`src/rtl/rtc_alarm_pkg.sv`:
```
package rtc_alarm_pkg;
  localparam int ADDR_W     = 3;
  localparam int DATA_W     = 12;
  localparam int NUM_FIELDS = 6;
  localparam int CTRL_W     = NUM_FIELDS + 1;
  localparam int GLOBAL_BIT = NUM_FIELDS;
  localparam int FIELD_BASE = 2;
  localparam int PEND_ALARM_BIT = 1;
  localparam int PEND_TICK_BIT  = 0;

  // stored width per field: sec, min, hour, day, mon, year
  localparam int FIELD_W [NUM_FIELDS] = '{7, 7, 6, 6, 5, 12};

  typedef enum logic [ADDR_W-1:0] {
    ADDR_PEND = 3'd0,
    ADDR_CTRL = 3'd1
  } reg_addr_e;

  typedef logic [DATA_W-1:0] field_t;
endpackage

```
`src/rtl/rtc_alarm_regs.sv`:
```
module rtc_alarm_regs
  import rtc_alarm_pkg::*;
(
  input  logic              clk_i,
  input  logic              rst_ni,
  input  logic              we_i,
  input  logic [ADDR_W-1:0] addr_i,
  input  field_t            wdata_i,
  output logic [CTRL_W-1:0] ctrl_o,
  output field_t            field_o [NUM_FIELDS]
);
  logic [CTRL_W-1:0] ctrl_q;

  always_ff @(posedge clk_i or negedge rst_ni) begin
    if (!rst_ni) ctrl_q <= '0;
    else if (we_i && addr_i == ADDR_CTRL) ctrl_q <= wdata_i[CTRL_W-1:0];
  end
  assign ctrl_o = ctrl_q;

  for (genvar g = 0; g < NUM_FIELDS; g++) begin : g_field
    localparam logic [ADDR_W-1:0] MY_ADDR = ADDR_W'(FIELD_BASE + g);
    localparam field_t            MASK    = DATA_W'((1 << FIELD_W[g]) - 1);
    field_t fld_q;
    always_ff @(posedge clk_i or negedge rst_ni) begin
      if (!rst_ni) fld_q <= '0;
      else if (we_i && addr_i == MY_ADDR) fld_q <= wdata_i & MASK;
    end
    assign field_o[g] = fld_q;
  end
endmodule

```
`src/rtl/rtc_alarm_cmp.sv`:
```
module rtc_alarm_cmp
  import rtc_alarm_pkg::*;
(
  input  logic              clk_i,
  input  logic              rst_ni,
  input  logic              tick_i,
  input  logic [CTRL_W-1:0] ctrl_i,
  input  field_t            field_i [NUM_FIELDS],
  input  field_t            cur_i   [NUM_FIELDS],
  output logic              match_o
);
  logic [NUM_FIELDS-1:0] hit;

  for (genvar g = 0; g < NUM_FIELDS; g++) begin : g_hit
    assign hit[g] = ctrl_i[g] && (field_i[g] == cur_i[g]);
  end

  assign match_o = tick_i && ctrl_i[GLOBAL_BIT] && (|hit);

  AST_MATCH_FROM_ENABLED: assert property (@(posedge clk_i) disable iff (!rst_ni)
    match_o |-> (ctrl_i[NUM_FIELDS-1:0] != '0));
endmodule

```
`src/rtl/rtc_alarm_pend.sv`:
```
module rtc_alarm_pend (
  input  logic clk_i,
  input  logic rst_ni,
  input  logic set_i,
  input  logic clr_i,
  output logic pend_o
);
  logic pend_q;

  // set has priority so a new event is never lost
  always_ff @(posedge clk_i or negedge rst_ni) begin
    if (!rst_ni)     pend_q <= 1'b0;
    else if (set_i)  pend_q <= 1'b1;
    else if (clr_i)  pend_q <= 1'b0;
  end
  assign pend_o = pend_q;

  AST_PEND_HOLDS: assert property (@(posedge clk_i) disable iff (!rst_ni)
    (pend_q && !clr_i) |=> pend_q);
  AST_CLEAR_DROPS: assert property (@(posedge clk_i) disable iff (!rst_ni)
    (clr_i && !set_i) |=> !pend_q);
endmodule

```
`src/rtl/rtc_alarm_match.sv`:
```
module rtc_alarm_match
  import rtc_alarm_pkg::*;
(
  input  logic              clk_i,
  input  logic              rst_ni,
  input  logic              sec_tick_i,
  input  logic [7:0]        cur_sec_i,
  input  logic [7:0]        cur_min_i,
  input  logic [7:0]        cur_hour_i,
  input  logic [7:0]        cur_day_i,
  input  logic [7:0]        cur_mon_i,
  input  logic [11:0]       cur_year_i,
  input  logic              tick_pend_i,
  input  logic              reg_we_i,
  input  logic [ADDR_W-1:0] reg_addr_i,
  input  logic [DATA_W-1:0] reg_wdata_i,
  output logic [DATA_W-1:0] reg_rdata_o,
  output logic              alarm_irq_o
);
  logic [CTRL_W-1:0] ctrl;
  field_t            field [NUM_FIELDS];
  field_t            cur   [NUM_FIELDS];
  logic              match, clr, pend;

  assign cur[0] = DATA_W'(cur_sec_i);
  assign cur[1] = DATA_W'(cur_min_i);
  assign cur[2] = DATA_W'(cur_hour_i);
  assign cur[3] = DATA_W'(cur_day_i);
  assign cur[4] = DATA_W'(cur_mon_i);
  assign cur[5] = cur_year_i;

  rtc_alarm_regs u_regs (
    .clk_i   (clk_i),
    .rst_ni  (rst_ni),
    .we_i    (reg_we_i),
    .addr_i  (reg_addr_i),
    .wdata_i (reg_wdata_i),
    .ctrl_o  (ctrl),
    .field_o (field)
  );

  rtc_alarm_cmp u_cmp (
    .clk_i   (clk_i),
    .rst_ni  (rst_ni),
    .tick_i  (sec_tick_i),
    .ctrl_i  (ctrl),
    .field_i (field),
    .cur_i   (cur),
    .match_o (match)
  );

  assign clr = reg_we_i && (reg_addr_i == ADDR_PEND) && reg_wdata_i[PEND_ALARM_BIT];

  rtc_alarm_pend u_pend (
    .clk_i  (clk_i),
    .rst_ni (rst_ni),
    .set_i  (match),
    .clr_i  (clr),
    .pend_o (pend)
  );

  assign alarm_irq_o = pend;

  always_comb begin
    reg_rdata_o = '0;
    if (reg_addr_i == ADDR_PEND) begin
      reg_rdata_o[PEND_ALARM_BIT] = pend;
      reg_rdata_o[PEND_TICK_BIT]  = tick_pend_i;
    end else if (reg_addr_i == ADDR_CTRL) begin
      reg_rdata_o = DATA_W'(ctrl);
    end else begin
      for (int i = 0; i < NUM_FIELDS; i++)
        if (reg_addr_i == ADDR_W'(FIELD_BASE + i)) reg_rdata_o = field[i];
    end
  end

  AST_SET_ON_TICK: assert property (@(posedge clk_i) disable iff (!rst_ni)
    $rose(alarm_irq_o) |-> $past(sec_tick_i));
  AST_SET_NEEDS_GLOBAL: assert property (@(posedge clk_i) disable iff (!rst_ni)
    $rose(alarm_irq_o) |-> $past(ctrl[GLOBAL_BIT]));
endmodule

```
`config.mk`:
```
export PLATFORM = sky130hd
export DESIGN_NAME = rtc_alarm_match
export DESIGN_NICKNAME = d
export VERILOG_FILES = /design/src/rtl/rtc_alarm_pkg.sv /design/src/rtl/rtc_alarm_regs.sv /design/src/rtl/rtc_alarm_cmp.sv /design/src/rtl/rtc_alarm_pend.sv /design/src/rtl/rtc_alarm_match.sv
export SDC_FILE = /design/constraint.sdc
export NUM_CORES = 1
export LEC_CHECK = 0
export BUFFER_PORTS_ARGS = -buffer_cell sky130_fd_sc_hd__buf_2
export CAP_MARGIN = 0
export CORE_MARGIN = 8
export CORE_UTILIZATION = 45
export CTS_BUF_LIST = sky130_fd_sc_hd__clkbuf_2 sky130_fd_sc_hd__clkbuf_4 sky130_fd_sc_hd__clkbuf_8
export CTS_CLUSTER_SIZE = 20
export DETAILED_ROUTE_END_ITERATION = 8
export PLACE_DENSITY_LB_ADDON = 0.08
export SYNTH_ARGS = -nofsm -noshare
export SYNTH_HDL_FRONTEND = slang
export SYNTH_HIERARCHICAL = 1
export SYNTH_SLANG_ARGS = --single-unit
```
`constraint.sdc`:
```
create_clock -name clk_i -period 3.7 [get_ports clk_i]
set_clock_uncertainty 0.05 [all_clocks]
set_input_delay 1.11 -clock clk_i [delete_from_list [all_inputs] [get_ports clk_i]]
set_output_delay 1.11 -clock clk_i [all_outputs]
set_load 0.01 [all_outputs]
```
# After elaboration in Yosys (flattened, before gate mapping)
# Index checks and enable logic that the tools add are counted.
# word_totals
elab_cells,52
rom_bits,0
ram_bits,0
memories,0
out_inout_bits,13
latch_bits,0
regBits,51
# classes
n_eq_ne,13
multipliers,0
n_reduce_logical,20
n_shift,0
n_bitwise,0
n_div,0
mux,11
order_cmp,0
addsub,0
# op_table
op,n
$mux 12,6
$logic_and 1x1->1,17
$eq 6x8->1,2
$eq 7x8->1,2
$eq 12x12->1,1
$eq 3x3->1 const B,4
$mux 10,1
$eq 5x8->1,1
$mux 7,1
$eq 3x2->1 const B,2
$reduce_or 6->1,1
$eq 3x1->1 const B,1
$logic_not 3->1,1
$mux 1,2
$mux 2,1
$reduce_bool 2->1,1

# Longest topological paths before layout
# Gate-level depths: netlist of the first run.
# depth
word_depth,9
mapped_depth,7
ltp_nobuf,6

# Cells and area by module
# The synthesis of the first run kept the hierarchy.
# by_module_without_submodules
mod,cells_each,area_each_um2,instances
rtc_alarm_regs,142,2249.7,1
rtc_alarm_cmp,101,805.8,1
rtc_alarm_match,116,788.3,1
rtc_alarm_pend,3,36.3,1

# Worst setup path before layout of the first run
# Ideal clock, no wire load.
# synth_path
path_kind,in2out
from,in reg_addr_i[2]
to,out reg_rdata_o[9]
arrival_ps,1891
path_slack_ps,649
path_buffers,2
required_ps,2540
cell_stages,6
path_cell_list,buf_6 and2_4 buf_6 nand2_1 o221ai_1 nor2_1
# synth_via
elab_chain_cells,7
elab_cells_between_ends,12
cone_classes,5 x eq/ne; 6 x mux; 1 x reduce/logical
# synth_lines
element,line_no,rtl
from (decl),rtc_alarm_match.sv:15,"input logic [ADDR_W-1:0] reg_addr_i,"
$eq 3x3->1,rtc_alarm_match.sv:73,if (reg_addr_i == ADDR_W'(FIELD_BASE + i)) reg_rdata_o = field[i];
$mux 12 (4 in a row),rtc_alarm_match.sv:73,
$mux 12,rtc_alarm_match.sv:69,end else if (reg_addr_i == ADDR_CTRL) begin
$mux 10 *,rtc_alarm_match.sv:66,if (reg_addr_i == ADDR_PEND) begin
to (decl),rtc_alarm_match.sv:17,"output logic [DATA_W-1:0] reg_rdata_o,"
# Every way passes the cells marked *; elsewhere a longest branch is shown, timed or not.

# Final worst setup path of the first run
# layout_path
from,in reg_addr_i[1]
to,out reg_rdata_o[1]
# layout_via
elab_chain_cells,9
elab_cells_between_ends,16
cone_classes,7 x eq/ne; 8 x mux; 1 x reduce/logical
# layout_lines
element,line_no
$eq 3x2->1,rtc_alarm_match.sv:73
$mux 7,rtc_alarm_match.sv:73
$mux 12 (5 in a row),rtc_alarm_match.sv:73
$mux 12,rtc_alarm_match.sv:69
$mux 2 *,rtc_alarm_match.sv:66
# Marks and branches as above.

==> summary.txt, run 1 <==
HPWL Detailed = 9070 um
DR WL/cell = 19.5 um
ratio of cells with drive above 1 in the final layout = 0.346
post-synthesis sequential area ratio = 0.329
DR DRC count = 0
CTS sink count = 51
RSZ-0062 raised after global routing = false
Final Cell Area = 0.00445 sq mm
DR pass1 iterations = 4
largest net degree at the start of global routing = 32
largest family of logic cells by synthesized area = multiplexers
overall routing resource usage = 0.194
Hold Path Stages = 1
# diodes = 0
post-synth top area share = 0.329
Cell Chain, Critical Path = buf_2, or2_1, o22ai_1, o21a_1, o22ai_1, buf_2
Leak Pwr = 0.00202 uW
status = finished clean
Post-Syn Instances = 362
fmax = 0.289 GHz
setup bufs post-CTS = 0
area grow syn2layout = 14.8%
Final Cycle Share = 0.934
largest cells by area after synthesis = dfrtp_1 (33%), xnor2_1 (12%), mux2_2 (8.7%)
Post-Synth Simple-Gate Area = 0.0916
vias in the first global route = 3137
R2R cell count = 6
Cell Rows = 34
total gr overflow = 0
Worst path depth = 6
TritonCTS clock tree = yes
Max IR drop VDD = 0.000180 V
Final Slew Violations = 0
CTS buffer count = 5
worst skew pair latency = 310 ps
CP arrival = 2300 ps
number of failing hold endpoints at the final stage = 0
post-synthesis cell type count = 42
Clock Path Buffers = 2
mapped cell area = 0.00388 sq mm
setup tns final = 0 ps
xor and xnor area share after synthesis = 0.163
max_cap viols = 0
adder-cell share of the synthesized area = 0
IO Count = 85
dpl cell area = 0.00434 sq mm
Worst Hold Class = flop to flop
worst-margin pin slew = 557 ps
Top Family by Delay on Critical Path = compound AO/OA/AOI/OAI gates
CP max FO = 12
post-cts gate resize count = 0
final net count = 536
vias per std cell = 5.11
Seq cells post-synth = 51
# setup viols final = 0
largest area contributor in the netlist = dfrtp_1
Iter 0 DRT Violations = 153
H-Tree Depth = 2
critical path class = input pin to output port
first-pass GRT wire length = 17500 um
worst hold margin = 508 ps
Yosys warnings = 6
syn avg cell area = 10.7 sq um
slowest stage cell, crit path = or2_1
Final min period = 3460 ps
post-synthesis mux area share = 0.190
Worst path max stage delay = 370 ps
core region area = 0.00855 sq mm
clk slew on worst S/H paths = 90 ps
antenna violations before repair = 0
cts hold-fix bufs = 0
final WL = 11200 um
IO Port Bufs = 84
CP endpoint kind = output port
antenna-violating nets left = 0
compound-cell area share of the yosys netlist = 0.127
chip width = 109 um
CP required = 2540 ps
Die Height = 109 um
Initial Utilization = 0.454
RD Place Congestion = 0.898
CP Buf/Inv Count = 2
Die Area = 0.0118 sq mm
via count = 2930
Startpoint Class = input pin
Power Dens Cells = 400 mW/mm^2
slew margin rel. = 0.625
clock root cell = clkbuf_8
## state kept, by name (all words and copies together) (netlist names)
name,count
u_regs/g_field.fld_q,43
u_regs/ctrl_o,7
u_pend/pend_o,1
## worst reg2reg max path: stages, from the launching register on
cell and delay, ps:
dfrtp_1 420, xnor2_1 160, nand4_1 120, nor4_1 440, a41oi_1 300, a31oi_1 260
a21o_1 120
## where the power goes
part           total, uW  switching [uW]  internal (uW)
combinational        568             250            318
sequential           816             138            678
clock                399             197            202
## cells in the mapped netlist, drive strengths merged
cell type and number:
nor3 1, and4bb 3, nor4 9, a31oi 1
xnor2 51, a22oi 11, mux2 50, a21oi 13
clkbuf 3, o22ai 8, dfrtp 51, buf 43
nand3 3, o211a 1, o22a 8, nand4b 3
nor2b 4, and2 1, inv 6, o2bb2ai 5
and2b 2, o21a 2, nand2 7, or2 1
o221ai 6, mux2i 10, nand4 10, a41oi 3
o21ai 10, xor2 21, conb 2, nor2 12
a21o 1
## layout by cell type, fill, tap and decap left out, types with 8 or more instances in the layout
master and instances:
buf_4 9, mux2i_1 10, mux2_4 20, dfrtp_1 51, xor2_1 21, mux2_2 30
o22a_1 8, conb_1 49, nor4_1 9, xnor2_1 51, buf_2 84, a21oi_1 13
o22ai_1 8, a22oi_1 11, nor2_1 12, nand4_1 9
## routing by layer
layer,wire length (um),vias up,track usage
met5,0,-,0
met3,742,6,0.0331
met2,5160,88,0.310
li1,-,1448,-
met4,69,0,0.0332
met1,5180,1388,0.270
## kinds of logic (layout without fill, tap and decap cells)
kind of cell	Yosys count	in the layout
buffers and inverters	52	108
other	2	49
xor gates and xnor gates	72	72
muxes	60	60
and+or+nand+nor	56	56
AOI/OAI and AO/OA	69	69
DFF	51	51
## final timing paths
check / slack (ps) / from / endpoint
worst max-delay path: 240 / reg_addr_i[1] / reg_rdata_o[1]
worst min-delay path: 510 / u_regs/g_field[4].fld_q[0]$_DFFE_PN0P_ / u_regs/g_field[4].fld_q[0]$_DFFE_PN0P_
worst max register to register: 1780 / u_regs/g_field[1].fld_q[4]$_DFFE_PN0P_ / u_pend/pend_o$_DFFE_PN0P_
worst min register to register: 510 / u_regs/g_field[4].fld_q[0]$_DFFE_PN0P_ / u_regs/g_field[4].fld_q[0]$_DFFE_PN0P_
max in group asynchronous: 2060 / rst_ni / u_regs/ctrl_o[4]$_DFFE_PN0P_
min in group asynchronous: 720 / rst_ni / u_regs/g_field[5].fld_q[7]$_DFFE_PN0P_
## through the flow
stage	setup WS, ps	power [uW]	instances	util
final	244	1780	573	0.521
after CTS	245	1790	573	0.521
after detailed placement	252	1390	565	0.508
after floorplan	649	1210	409	-
after global placement	261	1380	565	0.508
after global routing	154	1890	573	0.521
## area by class of cell
cell class	count	area (sq um)
fill	821	4100
inverter	6	22.5
clock inverter	3	43.8
clock buffer	5	68.8
tap	108	135
timing repair buffer	94	508
multi-input combinational	306	2400
sequential	51	1280
Power figures use the tool's default switching activity.
==> run 2: changes to the inputs <==
--- a/config.mk
+++ b/config.mk
@@ -12,6 +12,8 @@
 export CTS_BUF_LIST = sky130_fd_sc_hd__clkbuf_2 sky130_fd_sc_hd__clkbuf_4 sky130_fd_sc_hd__clkbuf_8
 export CTS_CLUSTER_SIZE = 20
 export DETAILED_ROUTE_END_ITERATION = 8
+export GPL_TIMING_DRIVEN = 0
+export MAX_ROUTING_LAYER = met4
 export PLACE_DENSITY_LB_ADDON = 0.08
 export SYNTH_ARGS = -nofsm -noshare
 export SYNTH_HDL_FRONTEND = slang
==> run 2 against run 1 <==
- die area stayed put
- global-route usage is 0.13 points higher
- sequential power is 0.9% lower
- design area is 5.8% higher
- critical endpoint is now reg_rdata_o[5]
==> summary.txt, run 2 (synthesis results as in run 1) <==
RD Place Congestion = 0.887 (-1.3%)
DR DRC count = 0 (unchanged)
Final Slew Violations = 0 (unchanged)
critical path class = input pin to output port
Final Core Density = 0.551 (+0.0300)
Worst Hold Class = flop to flop
TritonCTS clock tree = yes
CTS sink count = 51 (unchanged)
via count = 3027 (+3.3%)
max_cap viols = 0 (unchanged)
H-Tree Depth = 2 (unchanged)
number of failing hold endpoints at the final stage = 0 (unchanged)
CTS buffer count = 5 (unchanged)
sequential share of power = 0.460 (+0.002)
Clock Power Share = 0.200 (-0.024)
final net count = 572 (+6.7%)
switching power as a share of total power = 0.342 (+0.0132)
worst skew pair latency = 320 ps (about the same)
IO Count = 85 (unchanged)
setup tns final = 0 ps (unchanged)
Max IR drop VDD = 0.000156 V (-14%)
IO Port Bufs = 84 (unchanged)
first-pass GRT wire length = 17000 um (-3.0%)
vias in the first global route = 3114 (-0.73%)
overall routing resource usage = 0.195 (+0.00127)
Final min period = 3580 ps (+122 ps)
worst-margin pin slew = 1190 ps (+635 ps)
clock root cell = clkbuf_8
Clock Path Buffers = 2 (unchanged)
Final Cycle Share = 0.967 (+0.0331)
HPWL Detailed = 9020 um (-0.52%)
# setup viols final = 0 (unchanged)
status = finished clean
Power Internal = 1160 uW (-3.3%)
Fillers = 815 (-0.73%)
Power Dens Cells = 373 mW/mm^2 (-6.7%)
most common cell after layout, fill and taps aside = buf_2
clk slew on worst S/H paths = 100 ps (about the same)
CP max FO = 10 (-2)
CP arrival = 2420 ps (+120 ps)
largest net degree at the start of global routing = 52 (+63%)
CP required = 2540 ps (about the same)
DR WL/cell = 18.4 um (-5.6%)
Die Height = 109 um (unchanged)
fmax = 0.279 GHz (-3.4%)
switching power total = 601 uW (+2.6%)
Die Area = 0.0118 sq mm (unchanged)
ratio of cells with drive above 1 in the final layout = 0.393 (+0.0470)
Leak Pwr = 0.00221 uW (+9.1%)
core region area = 0.00855 sq mm (unchanged)
commonest non-fill, non-tap cells in the layout = buf_2 (89), xnor2_1 (51), dfrtp_1 (51)
antenna-violating nets left = 0 (unchanged)
total gr overflow = 0 (unchanged)
Startpoint Class = input pin
CP endpoint kind = output port
# diodes = 0 (unchanged)
RSZ-0062 raised after global routing = false
slew margin rel. = 0.205 (-0.420)
Iter 0 DRT Violations = 144 (-5.9%)
Comb pwr share = 0.340 (+0.021)
max reg flops = 43 (unchanged)
chip width = 109 um (unchanged)
DR pass1 iterations = 4 (unchanged)
Cell Rows = 34 (unchanged)
final WL = 11200 um (+0.33%)
register bank with the most flops = u_regs/g_field.fld_q
Initial Utilization = 0.454 (unchanged)
area grow syn2layout = 21.4%
register-to-register setup slack = 1750 ps (-30 ps)
cts hold-fix bufs = 0 (unchanged)
antenna violations before repair = 0 (unchanged)
vias per std cell = 4.97 (-2.8%)
run 2: cell count changes in the layout (fill, tap and decap cells not counted), sizes merged:
cell,change
buf,+33
clkbuf,+3
inv,+1
bufinv,-1
run 2: through the flow:
step | instance area [sq um] | worst slack (ps) | hold WS [ps] | total power (uW) | instances
after floorplan | 4060 | 649 | 453 | 1210 | 409
after global placement | 4610 | 58.0 | 463 | 1400 | 601
after detailed placement | 4610 | 58.8 | 475 | 1410 | 601
after CTS | 4710 | 47.9 | 498 | 1770 | 609
after global routing | 4710 | 25.4 | 521 | 1860 | 609
final | 4710 | 121 | 487 | 1760 | 609
run 2: final timing paths:
path                                                              from  depth (start not counted)                                      to
worst max-delay path                                     reg_addr_i[2]                          8                          reg_rdata_o[5]
worst min-delay path                         u_pend/pend_o$_DFFE_PN0P_                          1               u_pend/pend_o$_DFFE_PN0P_
worst max register to register  u_regs/g_field[1].fld_q[5]$_DFFE_PN0P_                          6               u_pend/pend_o$_DFFE_PN0P_
worst min register to register               u_pend/pend_o$_DFFE_PN0P_                          1               u_pend/pend_o$_DFFE_PN0P_
max in group asynchronous                                       rst_ni                          1  u_regs/g_field[0].fld_q[0]$_DFFE_PN0P_
min in group asynchronous                                       rst_ni                          1  u_regs/g_field[5].fld_q[7]$_DFFE_PN0P_
run 2: worst max-delay path, cell delays in order:
cell       delay (ps)
buf_2             190
buf_6             180
buf_6             190
mux2i_1           230
o2bb2ai_1         130
a22oi_1           150
o21ai_1            90
buf_2             140
run 2: power groups by stage:
stage | logic, uW | registers, uW | clock network [uW]
floorplan | 434 | 776 | 0
global placement | 582 | 816 | 0
detailed placement | 591 | 820 | 0
CTS | 593 | 809 | 369
global route | 650 | 825 | 388
finish | 598 | 809 | 353
run 2: cell type report:
class	count	area, sq um	share of cell area
clock inverters	3	28.8	0.00611
clock buffers	5	68.8	0.0146
well taps	108	135	0.0287
flip-flops and latches	51	1280	0.271
inverters	6	22.5	0.00478
multi-input cells	306	2400	0.509
repair buffers	84	420	0.0892
plain buffers	46	359	0.0762
run 2: repair_timing:
| action | in CTS | in global routing |
|---|---|---|
| gates resized for setup | 0 | 2 |
| buffers inserted | 0 | 0 |
| setup endpoints to repair | 0 | 2 |
run 2: layer usage:
layer	global-route usage	wire length, um
met2	0.303	5160
met5	-	0
met4	0.0381	107
met1	0.261	5240
met3	0.0337	689
==> run 3: changes to the inputs <==
--- a/config.mk
+++ b/config.mk
@@ -8,7 +8,7 @@
 export BUFFER_PORTS_ARGS = -buffer_cell sky130_fd_sc_hd__buf_2
 export CAP_MARGIN = 0
 export CORE_MARGIN = 8
-export CORE_UTILIZATION = 45
+export CORE_UTILIZATION = 55
 export CTS_BUF_LIST = sky130_fd_sc_hd__clkbuf_2 sky130_fd_sc_hd__clkbuf_4 sky130_fd_sc_hd__clkbuf_8
 export CTS_CLUSTER_SIZE = 20
 export DETAILED_ROUTE_END_ITERATION = 8
==> run 3 against run 2 <==
- first-iteration DRC count is 19% higher
- global-route usage grew 4.1 points
- sequential share of layout area up 0.058 points
- total power is 1.2% higher
- final cell count decreased by 2.0%
- sequential power increased by 0.6%
- non-clock buffer count stayed put
- clock power increased by 4%
- via count up 3.2%
- register-to-register slack improved by 140 ps
- largest cell class unchanged
==> summary.txt, run 3 (synthesis results as in run 1) <==
status = finished clean
CTS sink count = 51 (unchanged)
Cell Rows = 30 (-12%)
CTS buffer count = 5 (unchanged)
Reg-to-Reg Start = u_regs/g_field[0].fld_q[4]$_DFFE_PN0P_
IO Port Bufs = 84 (unchanged)
Startpoint Class = input pin
worst hold margin = 507 ps (+20.3 ps)
Worst Hold Class = flop to flop
DR WL/cell = 18.7 um (+2.0%)
DR DRC count = 0 (unchanged)
capture point of the worst reg-to-reg path = u_pend/pend_o$_DFFE_PN0P_
antenna violations before repair = 0 (unchanged)
vias per std cell = 5.23 (+5.2%)
Die Area = 0.0100 sq mm (-16%)
fin worst setup slack = 109 ps (-11.9 ps)
max reg flops = 43 (unchanged)
Fillers = 569 (-30%)
clock root cell = clkbuf_8
cts hold-fix bufs = 0 (unchanged)
Clock Power Share = 0.206 (+0.006)
Final Cycle Share = 0.970 (+0.00323)
Final Slew Violations = 0 (unchanged)
RSZ-0062 raised after global routing = false
Final Core Density = 0.692 (+0.141)
max_cap viols = 0 (unchanged)
slew margin rel. = 0.205 (about the same)
first-pass GRT wire length = 17800 um (+4.8%)
critical path class = input pin to output port
Power Dens Cells = 379 mW/mm^2 (+1.4%)
fmax = 0.279 GHz (-0.33%)
Power Internal = 1160 uW (+0.29%)
antenna-violating nets left = 0 (unchanged)
vias in the first global route = 3287 (+5.6%)
Final Cell Area = 0.00470 sq mm (-0.21%)
CP required = 2540 ps (about the same)
DR pass1 iterations = 5 (+1)
Hold Path Stages = 1 (unchanged)
# diodes = 0 (unchanged)
Iter 0 DRT Violations = 172 (+19%)
register-to-register setup slack = 1890 ps (+140 ps)
sequential share of power = 0.457 (-0.003)
core region area = 0.00679 sq mm (-21%)
R2R cell count = 6 (unchanged)
RD Place Congestion = 0.923 (+4.1%)
Clock Path Buffers = 2 (unchanged)
chip width = 100 um (-8.1%)
largest net degree at the start of global routing = 52 (unchanged)
switching power total = 619 uW (+3.0%)
Leak Pwr = 0.00221 uW (about the same)
final net count = 572 (unchanged)
number of failing hold endpoints at the final stage = 0 (unchanged)
final WL = 11200 um (about the same)
CP max FO = 10 (unchanged)
worst skew pair latency = 320 ps (about the same)
clk slew on worst S/H paths = 110 ps (about the same)
commonest non-fill, non-tap cells in the layout = buf_2 (89), xnor2_1 (51), dfrtp_1 (51)
Die Height = 100 um (-8.1%)
ratio of cells with drive above 1 in the final layout = 0.393 (unchanged)
Worst Hold Path EP = u_pend/pend_o$_DFFE_PN0P_
worst-margin pin slew = 1190 ps (+0.170 ps)
# setup viols final = 0 (unchanged)
overall routing resource usage = 0.235 (+0.0406)
total gr overflow = 0 (unchanged)
register bank with the most flops = u_regs/g_field.fld_q
Comb pwr share = 0.337 (-0.003)
CP arrival = 2430 ps (about the same)
IO Count = 85 (unchanged)
switching power as a share of total power = 0.348 (+0.00597)
via count = 3123 (+3.2%)
setup tns final = 0 ps (unchanged)
HPWL Detailed = 8890 um (-1.5%)
Final min period = 3590 ps (+11.9 ps)
TritonCTS clock tree = yes
area grow syn2layout = 21.2%
H-Tree Depth = 2 (unchanged)
pre-CTS setup slack = 107 ps (+48.1 ps)
critical hold path startpoint = u_pend/pend_o$_DFFE_PN0P_
Max IR drop VDD = 0.000311 V (+99%)
dpl cell area = 0.00460 sq mm (-0.33%)
most common cell after layout, fill and taps aside = buf_2
Initial Utilization = 0.571 (+0.117)
CP endpoint kind = output port
run 3: changes by cell type in the layout (fill, tap and decap cells not counted):
cell | before | now
clkinv_8 | 0 | 1
inv_6 | 0 | 2
inv_8 | 1 | 0
clkinv_4 | 2 | 0
run 3: worst max-delay path, cell delays in order:
cell      delay [ps]
buf_2            170
buf_2            240
buf_2            270
nand2_1          180
o221ai_1         210
nor2_1            90
buf_2            140
run 3: layer usage:
layer	part of all wire	up-vias	wire, um	GRT usage
met5	0	-	0	-
met4	0.012	0	136	0.0453
met1	0.44	1480	4920	0.302
met2	0.48	121	5420	0.385
met3	0.064	15	712	0.0367
li1	-	1507	-	-
run 3: final cells by class:
cell class	count	area (sq um)	share of cell area
Buffer	46	359	0.0764
Clock buffer	5	68.8	0.0146
Clock inverter	3	33.8	0.00719
Inverter	6	22.5	0.00479
Multi-Input combinational cell	306	2400	0.511
Sequential cell	51	1280	0.271
Tap cell	96	120	0.0256
Timing Repair Buffer	84	420	0.0894
run 3: power groups by stage:
stage	combinational (uW)	sequential [uW]	clock (uW)
after detailed placement	588	825	0
final	600	814	367
after CTS	591	813	377
after global routing	656	831	390
after global placement	576	818	0
after floorplan	434	776	0
run 3: worst max path at each step:
stage / start / slack, ps / to / cells past startpoint
2_1_floorplan: reg_addr_i[2] / 650 / reg_rdata_o[9] / 6
3_3_place_gp: reg_addr_i[0] / 100 / reg_rdata_o[9] / 6
3_5_place_dp: reg_addr_i[0] / 110 / reg_rdata_o[9] / 6
4_1_cts: reg_addr_i[0] / 100 / reg_rdata_o[9] / 6
5_1_grt: reg_addr_i[2] / 20 / reg_rdata_o[5] / 8
6_report: reg_addr_i[0] / 110 / reg_rdata_o[8] / 7
run 3: repair_timing:
item | in CTS | in global routing
buffers inserted | 0 | 0
resized for setup | 0 | 2
endpoints found under the setup margin | 0 | 3
run 3: metrics by stage:
stage	power [uW]	instances
detailed placement	1410	589
global route	1880	597
finish	1780	597
global placement	1390	589
CTS	1780	597
floorplan	1210	409
